$ cat config.mk
export PLATFORM = sky130hd
export DESIGN_NAME = fcrc_walker
export DESIGN_NICKNAME = d
export VERILOG_FILES = /design/src/rtl/fcrc_pkg.sv /design/src/rtl/fcrc_walker.sv
export SDC_FILE = /design/constraint.sdc
export NUM_CORES = 1
export LEC_CHECK = 0
export CAP_MARGIN = 20
export CORE_ASPECT_RATIO = 0.6
export CORE_UTILIZATION = 40
export CTS_BUF_LIST = sky130_fd_sc_hd__clkbuf_4 sky130_fd_sc_hd__clkbuf_8
export CTS_CLUSTER_SIZE = 24
export DETAILED_ROUTE_END_ITERATION = 12
export GPL_ROUTABILITY_DRIVEN = 0
export GPL_TIMING_DRIVEN = 1
export PLACE_DENSITY_LB_ADDON = 0.3
export SYNTH_ARGS = -nofsm -noshare
export SYNTH_HDL_FRONTEND = slang
export SYNTH_SLANG_ARGS = --single-unit
$ cat constraint.sdc
create_clock -name clk -period 1.51 [get_ports clk]
set_input_delay 0.302 -clock clk [delete_from_list [all_inputs] [get_ports clk]]
set_output_delay 0.302 -clock clk [all_outputs]
set_load 0.02 [all_outputs]
$ cat src/rtl/fcrc_pkg.sv
package fcrc_pkg;
    localparam int ADDR_W = 8;
    localparam int SEL_W  = 3;
    localparam int WORD_W = 32;
    localparam int CFG_W  = 2 * ADDR_W + SEL_W + 1;

    localparam logic [WORD_W-1:0] CRC_POLY   = 32'hEDB8_8320;
    localparam logic [WORD_W-1:0] CRC_SEED   = 32'hFFFF_FFFF;
    localparam logic [WORD_W-1:0] CRC_XOROUT = 32'hFFFF_FFFF;

    typedef struct packed {
        logic              use_fixed;
        logic [SEL_W-1:0]  ref_sel;
        logic [ADDR_W-1:0] last;
        logic [ADDR_W-1:0] first;
    } cfg_t;

    typedef enum logic [2:0] {
        ST_IDLE,
        ST_ISSUE,
        ST_FOLD,
        ST_REF_ISSUE,
        ST_REF_CMP,
        ST_EMPTY
    } walk_state_e;

    // Reflected CRC-32 over one word, bit 0 first (equals LSB byte first).
    function automatic logic [WORD_W-1:0] crc32_fold(
        input logic [WORD_W-1:0] crc_in,
        input logic [WORD_W-1:0] word
    );
        logic [WORD_W-1:0] c;
        c = crc_in;
        for (int i = 0; i < WORD_W; i++) begin
            if (c[0] ^ word[i]) c = (c >> 1) ^ CRC_POLY;
            else                c = c >> 1;
        end
        return c;
    endfunction
endpackage

$ cat src/rtl/fcrc_walker.sv
module fcrc_walker
    import fcrc_pkg::*;
(
    input  logic              clk,
    input  logic              rst,
    input  logic              launch,
    input  cfg_t              cfg,
    input  logic [ADDR_W-1:0] ref_addr,
    output logic              busy,
    output logic              rd_en,
    output logic [ADDR_W-1:0] rd_addr,
    output logic              seed_en,
    output logic              fold_en,
    output logic              finish_cmp,
    output logic              finish_empty
);
    walk_state_e       state_q;
    logic [ADDR_W-1:0] cur_q;

    always_ff @(posedge clk) begin
        if (rst) begin
            state_q <= ST_IDLE;
            cur_q   <= '0;
        end else begin
            unique case (state_q)
                ST_IDLE: if (launch) begin
                    cur_q   <= cfg.first;
                    state_q <= (cfg.first > cfg.last) ? ST_EMPTY : ST_ISSUE;
                end
                ST_ISSUE: state_q <= ST_FOLD;
                ST_FOLD: begin
                    if (cur_q == cfg.last) begin
                        state_q <= ST_REF_ISSUE;
                    end else begin
                        cur_q   <= cur_q + ADDR_W'(1);
                        state_q <= ST_ISSUE;
                    end
                end
                ST_REF_ISSUE: state_q <= ST_REF_CMP;
                ST_REF_CMP:   state_q <= ST_IDLE;
                ST_EMPTY:     state_q <= ST_IDLE;
                default:      state_q <= ST_IDLE;
            endcase
        end
    end

    always_comb begin
        busy         = (state_q != ST_IDLE);
        rd_en        = (state_q == ST_ISSUE) || (state_q == ST_REF_ISSUE);
        rd_addr      = (state_q == ST_REF_ISSUE) ? ref_addr : cur_q;
        seed_en      = launch && (state_q == ST_IDLE);
        fold_en      = (state_q == ST_FOLD);
        finish_cmp   = (state_q == ST_REF_CMP);
        finish_empty = (state_q == ST_EMPTY);
    end

    // word reads stay inside the configured window
    assert_read_in_window_R10: assert property (@(posedge clk) disable iff (rst)
        (state_q == ST_ISSUE) |-> (cur_q >= cfg.first && cur_q <= cfg.last));

    // an inverted window never touches the fuse port
    assert_empty_no_read_R7: assert property (@(posedge clk) disable iff (rst)
        (state_q == ST_EMPTY) |-> (!rd_en && $past(launch)));
endmodule

# Yosys cells after proc, flatten, opt, wreduce, memory -nomap -nowiden
# Index checks and enable logic that the tools add are counted.
[op_classes] n_lt_le_gt_ge=1 n_reduce_logical=6 eq_ne=8 muxes=8 add_sub_neg=1
[op_table] op="$mux W8" count=3
[op_table] op="$pmux W8 S2" count=1
[op_table] op="$pmux W3 S4" count=1
[op_table] op="$add A8 B1 Y8 const B" count=1
[op_table] op="$eq A8 B8 Y1" count=1
[op_table] op="$gt A8 B8 Y1" count=1
[op_table] op="$eq A3 B2 Y1 const B" count=2
[op_table] op="$eq A3 B3 Y1 const B" count=2
[op_table] op="$mux W3" count=2
[op_table] op="$ne A2 B2 Y1 const B" count=2
[op_table] op="$eq A3 B1 Y1 const B" count=1
[op_table] op="$logic_not A3 Y1" count=1
[op_table] op="$reduce_and A3 Y1" count=1
[op_table] op="$reduce_bool A3 Y1" count=1
[op_table] op="$mux W2" count=1
[op_table] op="$reduce_bool A2 Y1" count=1
[op_table] op="$logic_and A1 B1 Y1" count=1
[op_table] op="$logic_or A1 B1 Y1" count=1
[totals] word_cells=26 in_bits=31 ff_bits=11

# Logic depth before layout (Yosys ltp)
[depth] ltp_word=4 mapped_depth=7 mapped_depth_nobuf=7

# Worst setup path before layout
# No wires, ideal clock.
[synth_path] kind="register -> output" start="register state_q[0]" end="output port rd_addr[0]" t_arrival_ns=1.507 setup_slack_ns=-0.299 required_time_ns=1.208 path_stages_with_launch=5 path_cell_list="dfxtp_1 buf_2 nor2b_1 nand2_1 mux2_2"
[synth_between] elab_chain_len=2
[synth_lines] element="start, declared" line_no="fcrc_walker.sv:17" text="walk_state_e state_q;"
[synth_lines] element="start signal, assigned" line_no="fcrc_walker.sv:28" text="state_q <= (cfg.first > cfg.last) ? ST_EMPTY : ST_ISSUE;"
[synth_lines] element="$eq A3 B2 Y1" line_no="fcrc_walker.sv:50" text="rd_addr = (state_q == ST_REF_ISSUE) ? ref_addr : cur_q;"
[synth_lines] element="$mux W8" line_no="fcrc_walker.sv:50"
[synth_lines] element="end, declared" line_no="fcrc_walker.sv:11" text="output logic [ADDR_W-1:0] rd_addr,"
# Every way passes these cells.

# Worst setup path in the final report
[layout_path] start="register state_q[0]" end="register cur_q[7]"
[layout_between] elab_chain_len=3 elab_cells_between_ends=7
[layout_lines] element="$eq A3 B2 Y1 / $logic_not A3 Y1 (equally long branches)" line_no="fcrc_walker.sv:25" text="unique case (state_q)"
[layout_lines] element="$ne A2 B2 Y1 (no source line) / $reduce_bool A2 Y1 (equally long branches)"
[layout_lines] element="$reduce_and A3 Y1 (no source line)"
[layout_lines] element="end signal, assigned" line_no="fcrc_walker.sv:27" text="cur_q <= cfg.first;"
[layout_lines] element="end signal, assigned" line_no="fcrc_walker.sv:35" text="cur_q <= cur_q + ADDR_W'(1);"
[layout_lines] element="end, declared" line_no="fcrc_walker.sv:18" text="logic [ADDR_W-1:0] cur_q;"
# Parallel ways exist; a longest one is shown, timed or not.
# A chain may end at the register's enable or synchronous reset.

==> results.cfg <==
[run_status]
status = finished with violations
violations = negative setup slack

[pwr]
peakVddDrop_mv = 0.661
p_leak_nw = 1.02
p_total_mw = 1.49
p_per_area_nw_per_um2 = 693

[timing]
hold_slack_ns = 0.516
clock_skew_ns = 0.00833
rsz0062_at_grt = yes
worst_slack_ns = -0.242
hold_viol = 0
finalCritPeriodShare = 1.16
fmax_ghz = 0.571
relSlewSlack = 0.786
finalMaxSlewViolations = 0
finalSetupViolations = 20
worst_slew_pin_slew_ns = 0.318
min_period_ns = 1.75

[floorplanning]
die-area_um2 = 2980
coreArea_um2 = 2560
initial_core_util = 0.432
fp-row-count = 14
die_h_um = 42.7
die_w_um = 69.8
io_pins = 45

[finish]
drive_gt1_frac = 0.569
final_util = 0.842
area_growth_pct = 95.2
antenna_cells = 0
nets = 259

[worst_setup_path]
cp_top_family = simple AND/OR/NAND/NOR gates
crit_type = reg -> reg
cp_slowest_stage_delay_ns = 0.38
cp_data_arrival_time_ns = 1.96
endpoint_kind = register
worst-path-buf-inv = 2
worstPathMaxFanout = 9
r2r_cells = 7
worstPathRequired_ns = 1.72
path_depth = 7
crit_chain = buf_4 -> nor2_4 -> nand2_2 -> buf_6 -> or3_1 -> a21oi_1 -> a32o_1
critPathLaunchType = register
cpMaxStageDelayCell = or3_1

[clock_network]
cts_buffers = 3
cts.sinks = 11
path_clk_slew_ns = 0.06
cts_root_buffer = clkbuf_8
cts_buffer_depth = 2
h-tree-depth = 1
cts_tree = done
clkLatencyLatePin_ns = 0.26

[route]
first_iter_violations = 119
antenna_left = 0
drt-total-wl_mm = 5.62
drt_pass1_iterations = 6
viasPerCell = 6.27
drc = 0
via_count = 1568
wl_per_cell_um = 22.5

[synth]
synthesis.area_um2 = 1100
synth-seq-cells = 11
synth_area_leaders = dfxtp_1 (20%), ha_1 (10%), mux2_2 (9.2%), xor2_1 (6.3%), nand2_1 (5.4%)
syn_nets = 176
yosysTopAreaCellShare = 0.200
avgSynthCellArea_um2 = 8.11
synth-main-ff-cell = dfxtp_1
ys_async_sr_fraction = 0
synthCells = 136
synth_warnings = 0
synth-seq-area-share = 0.200
synth.most_common_cell = nand2_1
synth_common_cells = nand2_1 (16), dfxtp_1 (11), inv_1 (11)
synth-edff-count = 0
yosysTopAreaCell = dfxtp_1
synth_cell_types = 40

[placed_design]
portBuffers = 40
hpwl_mm = 3.07
place_ws_ns = -0.671

[global_route]
grt.total_usage = 0.351
grt_max_degree = 12
grt_antenna_before_repair = 0
grt_pass1_vias = 1524
grt-ovfl-total = 0
grt_pass1_wl_mm = 7.71

[flow_run]
drv_cap = 0

[min_path]
min_path_cells = 4
hold_path_class = in -> reg
[logic make-up (layout without fill, tap and decap cells)]
family | Yosys count | count (layout) | share of synthesized area
buffers and inverters | 18 | 98 | 0.0714
and+or+nand+nor | 51 | 52 | 0.270
adders and majority gates | 9 | 9 | 0.102
AOI/OAI and AO/OA | 30 | 31 | 0.202
muxes | 9 | 9 | 0.0918
DFF | 11 | 11 | 0.200
xor gates and xnor gates | 8 | 8 | 0.0635
[worst min-delay path, cell delays in order]
cell,delay [ns]
clkbuf_2,0.10
buf_4,0.14
nand2_1,0.07
a311oi_2,0.11
[sequential cells by signal (all words and copies together), names as in the netlist]
register	cells
state_q	3
cur_q	8
[cell usage in the layout, fill, tap and decap left out, drive strengths merged, types with 2 or more instances in the layout]
master	count
dfxtp	11
nor2b	3
nor4	3
nor2	6
buf	56
mux2	9
o31ai	2
a31oi	2
dlygate4sd2	6
nand2	17
ha	9
or3	5
nor3	2
dlymetal6s2s	5
inv	11
clkbuf	6
nand4	4
a211oi	4
a21oi	9
o21ai	7
xor2	8
nand3	5
clkdlybuf4s50	12
[per-layer routing]
layer | up-vias | track usage | routed length [um]
met3 | 47 | 0.109 | 638
met5 | - | 0 | 0
met1 | 715 | 0.441 | 2160
met2 | 149 | 0.556 | 2470
li1 | 657 | - | -
met4 | 0 | 0.164 | 354
[power breakdown]
part | switching, mW | leakage (nW) | internal (mW)
Sequential | 0.0393 | 0.0940 | 0.323
Clock | 0.148 | 0.0262 | 0.206
Combinational | 0.391 | 0.903 | 0.387
[path summary, 6_finish.rpt]
check	from	endpoint	slack, ns
hold reg to reg	state_q[2]$_SDFFE_PP0P_	state_q[1]$_SDFFE_PP0P_	0.61
hold / removal	cfg[1]	cur_q[1]$_SDFFE_PP0P_	0.52
setup / recovery	state_q[0]$_SDFFE_PP0P_	cur_q[7]$_SDFFE_PP0P_	-0.24
setup reg to reg	state_q[0]$_SDFFE_PP0P_	cur_q[7]$_SDFFE_PP0P_	-0.24
[stage by stage]
| step | TNS [ns] | instances | area (um2) |
|---|---|---|---|
| after global placement | -8.93 | 235 | 1770 |
| after floorplan | 0 | 136 | 1110 |
| after global routing | -3.42 | 250 | 2150 |
| after detailed placement | -9.90 | 235 | 1770 |
| after CTS | -1.76 | 246 | 2000 |
| final | -2.87 | 250 | 2150 |
[area by class of cell]
| class | instances | area (um2) |
|---|---|---|
| fill | 116 | 403 |
| clock buffer | 4 | 48.8 |
| inverter | 12 | 46.3 |
| multi-input combinational | 109 | 1060 |
| timing repair buffer | 82 | 727 |
| sequential | 11 | 234 |
| tap | 32 | 40.0 |
[what timing repair did]
item                                    4_1_cts  5_1_grt
cloned                                        2        0
pin swaps                                    13       15
gates resized for setup                     117       39
endpoints found under the setup margin       24       24
setup buffers                                 5        4
hold buffers                                  0        0
(Power assumes the default switching activity.)
